### src/rtl/pkt_narrow_pkg.sv
// Shared types and decode helpers for the wide-to-narrow packet converter.
// Assumes a 2-bit byte-count occupancy field on the wide side.
package pkt_narrow_pkg;

    // Control flags that travel with a wide word
    typedef struct packed {
        logic [1:0] occ;
        logic       eop;
        logic       sop;
    } pn_flags_t;

    // True when a held word is fully described by its upper halfword
    function automatic logic pn_single_half(input pn_flags_t f);
        return f.eop && !f.sop && (f.occ == 2'b01 || f.occ == 2'b10);
    endfunction

    // True when the final halfword of the word holds only one byte
    function automatic logic pn_short_tail(input pn_flags_t f);
        return f.eop && !f.sop && f.occ[0];
    endfunction

endpackage

### src/rtl/pn_hold_reg.sv
// Holding register for one wide word plus a halfword phase bit.
// Runs the input handshake and steps through halves as downstream accepts.
// Assumes the synchronous active-low reset; data registers are not reset.
module pn_hold_reg
    import pkt_narrow_pkg::*;
#(
    parameter int DATA_W = 32
) (
    input  logic              clk,
    input  logic              rst_n,
    input  pn_flags_t         in_flags,
    input  logic [DATA_W-1:0] in_word,
    input  logic              in_src_rdy,
    output logic              in_dst_rdy,
    input  logic              out_dst_rdy,
    output logic              held_valid,
    output logic              held_phase,
    output logic              held_last,
    output pn_flags_t         held_flags,
    output logic [DATA_W-1:0] held_word
);

    logic load;

    // Current half is the final one of the held word
    always_comb held_last = held_phase || pn_single_half(held_flags);

    // Input handshake: free when empty or when the final half is leaving
    always_comb in_dst_rdy = !held_valid || (out_dst_rdy && held_last);

    // A wide word is captured on a completed input transfer
    always_comb load = in_src_rdy && in_dst_rdy;

    // Occupancy and phase state
    always_ff @(posedge clk) begin
        if (!rst_n) begin
            held_valid <= 1'b0;
            held_phase <= 1'b0;
        end else if (load) begin
            held_valid <= 1'b1;
            held_phase <= 1'b0;
        end else if (held_valid && out_dst_rdy) begin
            if (held_last) held_valid <= 1'b0;
            else           held_phase <= 1'b1;
        end
    end

    // Payload capture on load
    always_ff @(posedge clk) begin
        if (load) begin
            held_flags <= in_flags;
            held_word  <= in_word;
        end
    end

endmodule

### src/rtl/pn_half_select.sv
// Builds the narrow output word from the held wide word and the phase.
// Picks the upper half in phase 0 and the lower in phase 1, and rewrites
// the markers and occupancy. Purely combinational.
module pn_half_select
    import pkt_narrow_pkg::*;
#(
    parameter int DATA_W = 32,
    localparam int HALF_W = DATA_W / 2
) (
    input  logic              held_valid,
    input  logic              held_phase,
    input  logic              held_last,
    input  pn_flags_t         held_flags,
    input  logic [DATA_W-1:0] held_word,
    output logic              out_src_rdy,
    output logic              half_occ,
    output logic              half_eop,
    output logic              half_sop,
    output logic [HALF_W-1:0] half_data
);

    logic [HALF_W-1:0] halves [2];

    // Split the wide word into its two halfwords, upper first
    for (genvar g = 0; g < 2; g++) begin : g_split
        assign halves[g] = held_word[DATA_W-1-g*HALF_W -: HALF_W];
    end

    // Output valid mirrors the holding register
    always_comb out_src_rdy = held_valid;

    // Marker and occupancy rewrite for the current halfword
    always_comb begin
        half_data = halves[held_phase];
        half_sop  = held_flags.sop && !held_phase;
        half_eop  = held_flags.eop && held_last;
        half_occ  = held_last && pn_short_tail(held_flags);
    end

endmodule

### src/rtl/pkt_narrow_36to19.sv
// Top level: wide packet stream in, halfword packet stream out.
// Holds one wide word; emits one or two halfwords per word.
// Assumes a synchronous active-low reset and ready/ready handshakes.
module pkt_narrow_36to19
    import pkt_narrow_pkg::*;
#(
    parameter int DATA_W = 32,
    localparam int HALF_W = DATA_W / 2,
    localparam int IN_W   = DATA_W + 4,
    localparam int OUT_W  = HALF_W + 3
) (
    input  logic             clk,
    input  logic             rst_n,
    input  logic [IN_W-1:0]  in_data,
    input  logic             in_src_rdy,
    output logic             in_dst_rdy,
    output logic [OUT_W-1:0] out_data,
    output logic             out_src_rdy,
    input  logic             out_dst_rdy
);

    pn_flags_t         in_flags;
    pn_flags_t         held_flags;
    logic [DATA_W-1:0] held_word;
    logic              held_valid;
    logic              held_phase;
    logic              held_last;
    logic              half_occ;
    logic              half_eop;
    logic              half_sop;
    logic [HALF_W-1:0] half_data;

    // Unpack the wide word's flag field
    always_comb in_flags = pn_flags_t'(in_data[IN_W-1:DATA_W]);

    pn_hold_reg #(.DATA_W(DATA_W)) u_hold (
        .clk         (clk),
        .rst_n       (rst_n),
        .in_flags    (in_flags),
        .in_word     (in_data[DATA_W-1:0]),
        .in_src_rdy  (in_src_rdy),
        .in_dst_rdy  (in_dst_rdy),
        .out_dst_rdy (out_dst_rdy),
        .held_valid  (held_valid),
        .held_phase  (held_phase),
        .held_last   (held_last),
        .held_flags  (held_flags),
        .held_word   (held_word)
    );

    pn_half_select #(.DATA_W(DATA_W)) u_sel (
        .held_valid  (held_valid),
        .held_phase  (held_phase),
        .held_last   (held_last),
        .held_flags  (held_flags),
        .held_word   (held_word),
        .out_src_rdy (out_src_rdy),
        .half_occ    (half_occ),
        .half_eop    (half_eop),
        .half_sop    (half_sop),
        .half_data   (half_data)
    );

    // Pack the narrow word: half-full, end, start, data
    always_comb out_data = {half_occ, half_eop, half_sop, half_data};

endmodule

### config.mk
export PLATFORM = sky130hd
export DESIGN_NAME = pkt_narrow_36to19
export DESIGN_NICKNAME = d
export VERILOG_FILES = /design/src/rtl/pkt_narrow_pkg.sv /design/src/rtl/pn_hold_reg.sv /design/src/rtl/pn_half_select.sv /design/src/rtl/pkt_narrow_36to19.sv
export SDC_FILE = /design/constraint.sdc
export NUM_CORES = 1
export LEC_CHECK = 0
export CORE_MARGIN = 5
export CORE_UTILIZATION = 39
export CTS_BUF_LIST = sky130_fd_sc_hd__clkbuf_4
export DETAILED_ROUTE_END_ITERATION = 8
export PLACE_DENSITY_LB_ADDON = 0.08
export REMOVE_ABC_BUFFERS = 1
export SLEW_MARGIN = 20
export SYNTH_ARGS = -nofsm -noshare
export SYNTH_HDL_FRONTEND = slang
export SYNTH_SLANG_ARGS = --single-unit
export TNS_END_PERCENT = 10
### constraint.sdc
create_clock -name clk -period 1.5 [get_ports clk]
set_input_delay 0.225 -clock clk [delete_from_list [all_inputs] [get_ports clk]]
set_output_delay 0.225 -clock clk [all_outputs]
set_load 0.005 [all_outputs]
==> results of run 1 <==
-- synth_stat cells --
cell and number:
a21boi_0 1, a21oi_1 1, a31oi_1 1, and2_2 1, and4b_1 1, buf_2 1
buf_4 4, dfxtp_1 2, edfxtp_1 36, inv_1 2, mux2_2 16, nand2_1 1
nand3b_1 2, nand4_1 1, nor2b_1 1, nor3b_1 1, o211ai_2 1, o21a_1 1
o21ai_0 1, xnor2_1 1
-- registers in the layout, summed over array words and instances (netlist names) --
signal	flops
u_hold.held_phase	1
u_hold.held_flags	4
u_hold.held_word	32
u_hold.held_valid	1
-- kinds of logic (layout without fill, tap and decap cells) --
group | count (synthesis) | count (layout) | share of synthesized area, %
AOI/OAI and AO/OA | 6 | 6 | 3.015
xor gates and xnor gates | 1 | 1 | 0.6030
buffers and inverters | 7 | 81 | 2.928
DFF | 38 | 38 | 77.18
muxes | 16 | 16 | 12.40
and+or+nand+nor | 8 | 8 | 3.876
-- per-layer routing --
layer | global-route usage, % | up-vias | share of wire [%]
li1 | - | 435 | -
met1 | 12.47 | 425 | 37
met2 | 20.60 | 39 | 51
met3 | 6.250 | 8 | 8.8
met4 | 6.054 | 0 | 2.5
met5 | 0 | - | 0
-- power by group through the flow --
stage / logic (mW) / clock network (mW) / registers, mW
finish: 0.404 / 0.497 / 1.26
floorplan: 0.0914 / 0 / 1.28
CTS: 0.408 / 0.529 / 1.26
global placement: 0.345 / 0 / 1.28
detailed placement: 0.351 / 0 / 1.28
global route: 0.433 / 0.571 / 1.27
-- repair_timing --
item                                   in CTS  in global routing
cloned                                      1                  0
endpoints found under the hold margin       0                  0
pin swaps                                   4                  3
setup buffers                               6                  0
setup endpoints to repair                  56                 56
hold buffers                                0                  0
gates resized for setup                   114                 11
-- how the worst min path moves through the flow --
| stage | cells past startpoint | endpoint | start | slack (ps) |
|---|---|---|---|---|
| 6_report | 1 | u_hold.held_word[31]$_DFFE_PP_ | in_data[31] | 440 |
| 5_1_grt | 1 | u_hold.held_word[16]$_DFFE_PP_ | in_data[16] | 410 |
| 4_1_cts | 1 | u_hold.held_word[31]$_DFFE_PP_ | in_data[31] | 420 |
| 3_3_place_gp | 2 | u_hold.held_valid$_SDFFE_PN0P_ | u_hold.held_valid$_SDFFE_PN0P_ | 530 |
| 3_5_place_dp | 2 | u_hold.held_valid$_SDFFE_PN0P_ | u_hold.held_valid$_SDFFE_PN0P_ | 550 |
| 2_1_floorplan | 0 | u_hold.held_flags[0]$_DFFE_PP_ | in_data[32] | 320 |
-- critical path, delay by kind of cell, from the launching register on --
| kind | cells | cell delay, ps |
|---|---|---|
| AOI/OAI and AO/OA | 1 | 160 |
| xor gates and xnor gates | 1 | 170 |
| buffers and inverters | 2 | 290 |
| DFF | 1 | 440 |
-- layout make-up --
type / instances / share of cell area [%]
clock inverter: 2 / 0.3702
sequential: 38 / 47.59
multi-input combinational: 31 / 15.39
tap: 48 / 2.538
inverter: 2 / 0.3173
timing repair buffer: 71 / 31.89
clock buffer: 6 / 1.904
-- layout by cell type, fill, tap and decap left out --
master,instances
nand3b_1,2
o211ai_2,1
and2_2,1
buf_8,1
clkinv_1,1
clkdlybuf4s50_1,40
a21boi_0,1
nand4_1,1
edfxtp_1,36
o21a_1,1
a21oi_1,1
dfxtp_2,1
nor2b_1,1
and4b_1,1
clkbuf_4,6
clkdlybuf4s15_2,1
inv_1,2
buf_2,3
nand2_2,1
nor3b_2,1
buf_6,18
dfxtp_4,1
xnor2_2,1
buf_4,4
mux2_4,16
clkinv_2,1
o21ai_0,1
a31oi_1,1
buf_12,4
==> implementation parameters, run 1 <==
Parameter                              Value

Route
  Number of nets with antenna violations after routing ... 0
  Routed wire length per instance ... between 10 and 15 µm
  Mean number of vias per cell ... roughly 4.6
  Drc violations ... 0
  Number of DRC markers in iteration 0 ... 25
  Overall routed net length ... ~2900 µm
  Vias after detailed routing ... 907
  Initial DRT Pass Iterations ... 3

Power
  Pwr Density ... approximately 900 mW/mm²
  Sw Share ... around a fifth
  Clock share of power ... 23.0%
  Internal cell power ... 1.714 mW
  VDD IR-drop max ... between 0.0005 and 0.0006 V
  Relative contribution of combinational cells to total power ... 18.7%
  Total leakage power ... ~0.9 nW
  Tot Pwr ... 2.163 mW
  Flop pwr share ... about three fifths
  Switch Pwr ... about 450 µW

Synthesis
  Area of the mapped netlist ... ~0.0015 mm²
  Sequential area share after synthesis ... 77.17%
  Leading area contributor after synthesis ... edfxtp_1
  Gate Count Post-Synth ... 76
  Proportion of netlist area held by the largest area contributor ... between 70 and 80%
  Yosys warning count ... 0
  Mean area per synthesized cell ... 19.11 µm²
  Main area contributors after synthesis ... edfxtp_1, mux2_2, dfxtp_1
  Library cells used by synthesis ... 20
  Number of synthesized register bits ... 38

Placed design
  Number of instances in the placed design ... roughly 190
  Placed Area ... about 0.0022 mm²
  GPL Wtd Cong ... roughly 0.71
  Estimated wirelength of the detail-placed design ... approximately 2000 µm
  Setup Slack @ Placement ... -321.9 ps
  Buffers on Ports ... 60

Die
  Std-Cell Rows ... 22
  Effective utilization at floorplan ... around two fifths
  Placeable core region ... between 0.003 and 0.004 mm²
  Die boundary height ... a little over 70 µm
  Width of the die ... just over 70 µm
  Number of placed I/O pins ... 61
  Die Outline Area ... 0.005045 mm²

Global route
  Global-route wire length before repair ... roughly 4600 µm
  Number of antenna violations at the first check in global routing ... 0
  Total global routing overflow ... 0
  Vias in the first global route ... 1011
  Overall Global Routing Usage ... about an eighth
  Pin count of the biggest net entering global routing ... 21

Clock network
  Clock tree from TritonCTS ... yes
  Max H-tree Level ... 2
  Clock slew seen by the registers of the worst setup and hold paths ... 110 ps
  Clock tree sinks ... 38
  Later-pin clock latency in the skew report ... between 300 and 400 ps
  Max Root-Sink Buffers ... 2
  Clock buffer count from CTS ... 5
  Clock tree root buffer cell ... clkbuf_4

Worst setup path
  Kind of start point of the critical path ... flip-flop
  Crit Reg-Reg Startpoint ... u_hold.held_flags[2]$_DFFE_PP_
  Launch point of the worst path ... u_hold.held_flags[2]$_DFFE_PP_
  Worst reg2reg setup slack ... -90 ps
  Worst path max stage delay ... 440 ps
  Endpoint of the most critical setup path ... in_dst_rdy
  Crit path max fanout ... 3
  Cell chain of the critical path ... xnor2_2, buf_4, o211ai_2, buf_2
  Reg-to-Reg End ... u_hold.held_word[26]$_DFFE_PP_
  Count of cells along the worst register-to-register path ... 5
  Path type of the worst setup path ... reg2out
  Worst-path cell with the longest stage delay ... edfxtp_1
  CP Capture Type ... output pin
  Required time of the critical path ... about 1300 ps
  Data arrival time of the worst path ... approximately 1400 ps

STA
  Clock Skew ... around 12 ps
  Tightest slew margin relative to the limit ... between 80% and 90%
  Unrepaired setup endpoints after global routing ... true
  Max Clock Freq ... 0.6261 GHz
  Post-layout worst setup margin ... -97.18 ps
  Slew at the pin closest to its max-slew limit ... between 150 and 200 ps
  Tcrit/Tclk final ... 106.5%
  Setup TNS ... -3494 ps
  Hold violation count in the final report ... 0
  Post-route minimum period ... 1597 ps
  Number of pins exceeding their max-slew limit in the final report ... 0
  Final number of setup-violating endpoints ... 52
  Hold WS ... around 440 ps

Cells and area
  Fill cell total of the finished layout ... roughly 290
  Post-route insts no fill ... about 200
  Total area of multi-input combinational cells ... ~360 µm²
  Share of post-route cells with drive strength above 1 ... slightly above 40%
  Layout area overhead ... 62.88%
  Final standard cell utilization of the core ... 65.12%
  Final #Nets ... roughly 190
  Area of all placed cells without fillers ... 0.002366 mm²
  Antenna Cells ... 0
  Sequential cell area ... approximately 0.0011 mm²

Status
  Outcome ... complete, but fails checks
  Violated checks ... negative setup slack

Flow run
  Max_cap viols ... 0

Hold path
  Worst min path class ... in2reg
No activity file was read; power rests on OpenSTA's default activity.
==> run 2, diff against run 1 <==
--- a/config.mk
+++ b/config.mk
@@ -10,7 +10,6 @@
 export CTS_BUF_LIST = sky130_fd_sc_hd__clkbuf_4
 export DETAILED_ROUTE_END_ITERATION = 8
 export PLACE_DENSITY_LB_ADDON = 0.08
-export REMOVE_ABC_BUFFERS = 1
 export SLEW_MARGIN = 20
 export SYNTH_ARGS = -nofsm -noshare
 export SYNTH_HDL_FRONTEND = slang
==> implementation parameters, run 2 (synthesis gave the netlist of run 1 again) <==
Parameter                              Value

Clock network
  Clock buffer count from CTS ... 5 (unchanged)
  Clock tree from TritonCTS ... yes (unchanged)
  Clock tree root buffer cell ... clkbuf_4 (unchanged)
  Clock tree sinks ... 38 (unchanged)
  Clock slew seen by the registers of the worst setup and hold paths ... 100 ps (was 110 ps)
  Max Root-Sink Buffers ... 2 (unchanged)
  Later-pin clock latency in the skew report ... 320 ps (was 330 ps)
  Max H-tree Level ... 2 (unchanged)

Cells and area
  Leading cell type in the layout, fill and taps excluded ... clkdlybuf4s50_1 (unchanged)
  Number of flip-flops under the largest register name ... 32 (unchanged)
  Antenna Cells ... 0 (unchanged)
  Fill cell total of the finished layout ... 297 (was 291)
  Share of post-route cells with drive strength above 1 ... 41.94% (was 40.67%)
  Layout area overhead ... 61.41% (was 62.88%)
  Final #Nets ... 194 (was 189)
  Largest Register ... u_hold.held_word (unchanged)
  Registers with the most flip-flops ... u_hold.held_word x32, u_hold.held_flags x4 (unchanged)
  Area of all placed cells without fillers ... 0.002345 mm² (was 0.002366 mm²)
  Highest-count cells in the layout ignoring fill and taps ... clkdlybuf4s50_1, edfxtp_1, mux2_4, clkbuf_2, buf_6 (was clkdlybuf4s50_1, edfxtp_1, buf_6, mux2_4, clkbuf_4)

Status
  Outcome ... complete, but fails checks (unchanged)
  Violated checks ... negative setup slack (unchanged)

Placed design
  Estimated wirelength of the detail-placed design ... 1925 µm (was 2014 µm)
  GPL Wtd Cong ... 0.7918 (was 0.7068)
  Placed Area ... 0.002170 mm² (was 0.002161 mm²)
  Buffers on Ports ... 60 (unchanged)

STA
  Tcrit/Tclk final ... 108.6% (was 106.5%)
  Hold violation count in the final report ... 0 (unchanged)
  Unrepaired setup endpoints after global routing ... true (unchanged)
  Setup TNS ... -4159 ps (was -3494 ps)
  Number of pins exceeding their max-slew limit in the final report ... 0 (unchanged)
  Tightest slew margin relative to the limit ... 86.86% (was 86.76%)
  Final number of setup-violating endpoints ... 51 (was 52)
  Post-route minimum period ... 1629 ps (was 1597 ps)
  Post-layout worst setup margin ... -128.6 ps (was -97.18 ps)
  Clock Skew ... 4.369 ps (was 12.02 ps)
  Max Clock Freq ... 0.6140 GHz (was 0.6261 GHz)
  Slew at the pin closest to its max-slew limit ... 195.0 ps (was 196.6 ps)

Global route
  Number of antenna violations at the first check in global routing ... 0 (unchanged)
  Overall Global Routing Usage ... 11.88% (was 12.23%)
  Global-route wire length before repair ... 4512 µm (was 4554 µm)
  Pin count of the biggest net entering global routing ... 21 (unchanged)
  Vias in the first global route ... 1010 (was 1011)
  Total global routing overflow ... 0 (unchanged)

Route
  Drc violations ... 0 (unchanged)
  Mean number of vias per cell ... 4.675 (was 4.581)
  Vias after detailed routing ... 949 (was 907)
  Initial DRT Pass Iterations ... 4 (was 3)
  Routed wire length per instance ... 14.60 µm (was 14.75 µm)
  Number of nets with antenna violations after routing ... 0 (unchanged)
  Number of DRC markers in iteration 0 ... 34 (was 25)
  Overall routed net length ... 2964 µm (was 2920 µm)

Die
  Die boundary height ... 71.03 µm (unchanged)
  Number of placed I/O pins ... 61 (unchanged)
  Width of the die ... 71.03 µm (unchanged)
  Die Outline Area ... 0.005045 mm² (unchanged)
  Effective utilization at floorplan ... 39.98% (unchanged)
  Placeable core region ... 0.003633 mm² (unchanged)
  Std-Cell Rows ... 22 (unchanged)

Hold path
  Worst Hold Endpoint ... u_hold.held_word[21]$_DFFE_PP_ (was u_hold.held_word[31]$_DFFE_PP_)
  Worst min path class ... in2reg (unchanged)
  Cell depth of the worst min-delay path ... 1 (unchanged)
  Hold path startpoint ... in_data[21] (was in_data[31])

Worst setup path
  Kind of start point of the critical path ... flip-flop (unchanged)
  Data arrival time of the worst path ... 1400 ps (was 1370 ps)
  CP Capture Type ... output pin (unchanged)
  Path type of the worst setup path ... reg2out (unchanged)
  Reg-to-Reg End ... u_hold.held_word[29]$_DFFE_PP_ (was u_hold.held_word[26]$_DFFE_PP_)
  Required time of the critical path ... 1270 ps (about the same)
  Crit Reg-Reg Startpoint ... u_hold.held_flags[2]$_DFFE_PP_ (unchanged)
  Worst reg2reg setup slack ... -90 ps (about the same)
  Count of cells along the worst register-to-register path ... 5 (unchanged)
  Crit path max fanout ... 3 (unchanged)

Synthesis
  Syn nets ... ~120

Power
  VDD IR-drop max ... 0.0005628 V (was 0.0005756 V)
  Total leakage power ... 0.8986 nW (was 0.8973 nW)
  Tot Pwr ... 2.145 mW (was 2.163 mW)
  Pwr Density ... 914.8 mW/mm² (was 914.2 mW/mm²)

Flow run
  Max_cap viols ... 0 (unchanged)
-- run 2: changes by cell type in the layout (fill, tap and decap cells not counted), sizes merged --
cell	delta
dlygate4sd2	+1
clkbuf	+9
clkdlybuf4s15	-1
buf	-4
-- run 2: area by class of cell --
type,count,area (µm²),area share [%]
clock buffers,6,45.04,1.921
multi-input cells,31,351.6,14.99
repair buffers,76,745.7,31.80
inverters,2,7.507,0.3202
clock inverters,2,8.758,0.3735
well taps,48,60.06,2.561
flip-flops and latches,38,1126,48.03
-- run 2: critical path: stages, from the launching register on --
cell,delay [ps]
edfxtp_1,440
xnor2_2,180
buf_4,150
o211ai_2,170
buf_2,150
-- run 2: layer usage --
| layer | vias to the layer above | track usage (%) | share of wire (%) |
|---|---|---|---|
| li1 | 450 | - | - |
| met1 | 448 | 11.75 | 34 |
| met2 | 43 | 21.01 | 54 |
| met3 | 8 | 4.830 | 8.7 |
| met4 | 0 | 6.472 | 2.8 |
| met5 | - | 0 | 0 |
-- run 2: report_power, final --
part	leakage (nW)	internal, mW	total (mW)	switching (mW)
sequential	0.361	1.24	1.26	0.0239
combinational	0.504	0.267	0.389	0.123
clock	0.0331	0.194	0.494	0.300
-- run 2: timing repair --
action                     4_1_cts  5_1_grt
cloned                           1        0
setup buffers                   10        1
pin swaps                        4        3
hold buffers                     0        0
setup endpoints to repair       56       56
gates resized for setup         68       29
-- run 2: worst max path at each step --
stage                                         startpoint  slack, ps  cells after the start                             end
after floorplan           u_hold.held_flags[2]$_DFFE_PP_         10                      3  u_hold.held_flags[0]$_DFFE_PP_
after global placement                       out_dst_rdy       -210                      4                      in_dst_rdy
after detailed placement                     out_dst_rdy       -240                      4                      in_dst_rdy
after CTS                 u_hold.held_phase$_SDFFE_PP0P_       -230                      5                    out_data[10]
after global routing      u_hold.held_flags[2]$_DFFE_PP_       -210                      4                    out_data[17]
final                     u_hold.held_flags[2]$_DFFE_PP_       -130                      4                      in_dst_rdy
-- run 2: through the flow --
stage	cells	worst slack, ps	hold WS (ps)	util (%)
floorplan	76	10.74	323.9	-
global placement	186	-212.3	535.9	59.71
detailed placement	186	-244.5	524.9	59.71
CTS	203	-229.9	422.3	64.36
global route	203	-206.5	419.8	64.53
finish	203	-128.6	445.6	64.53
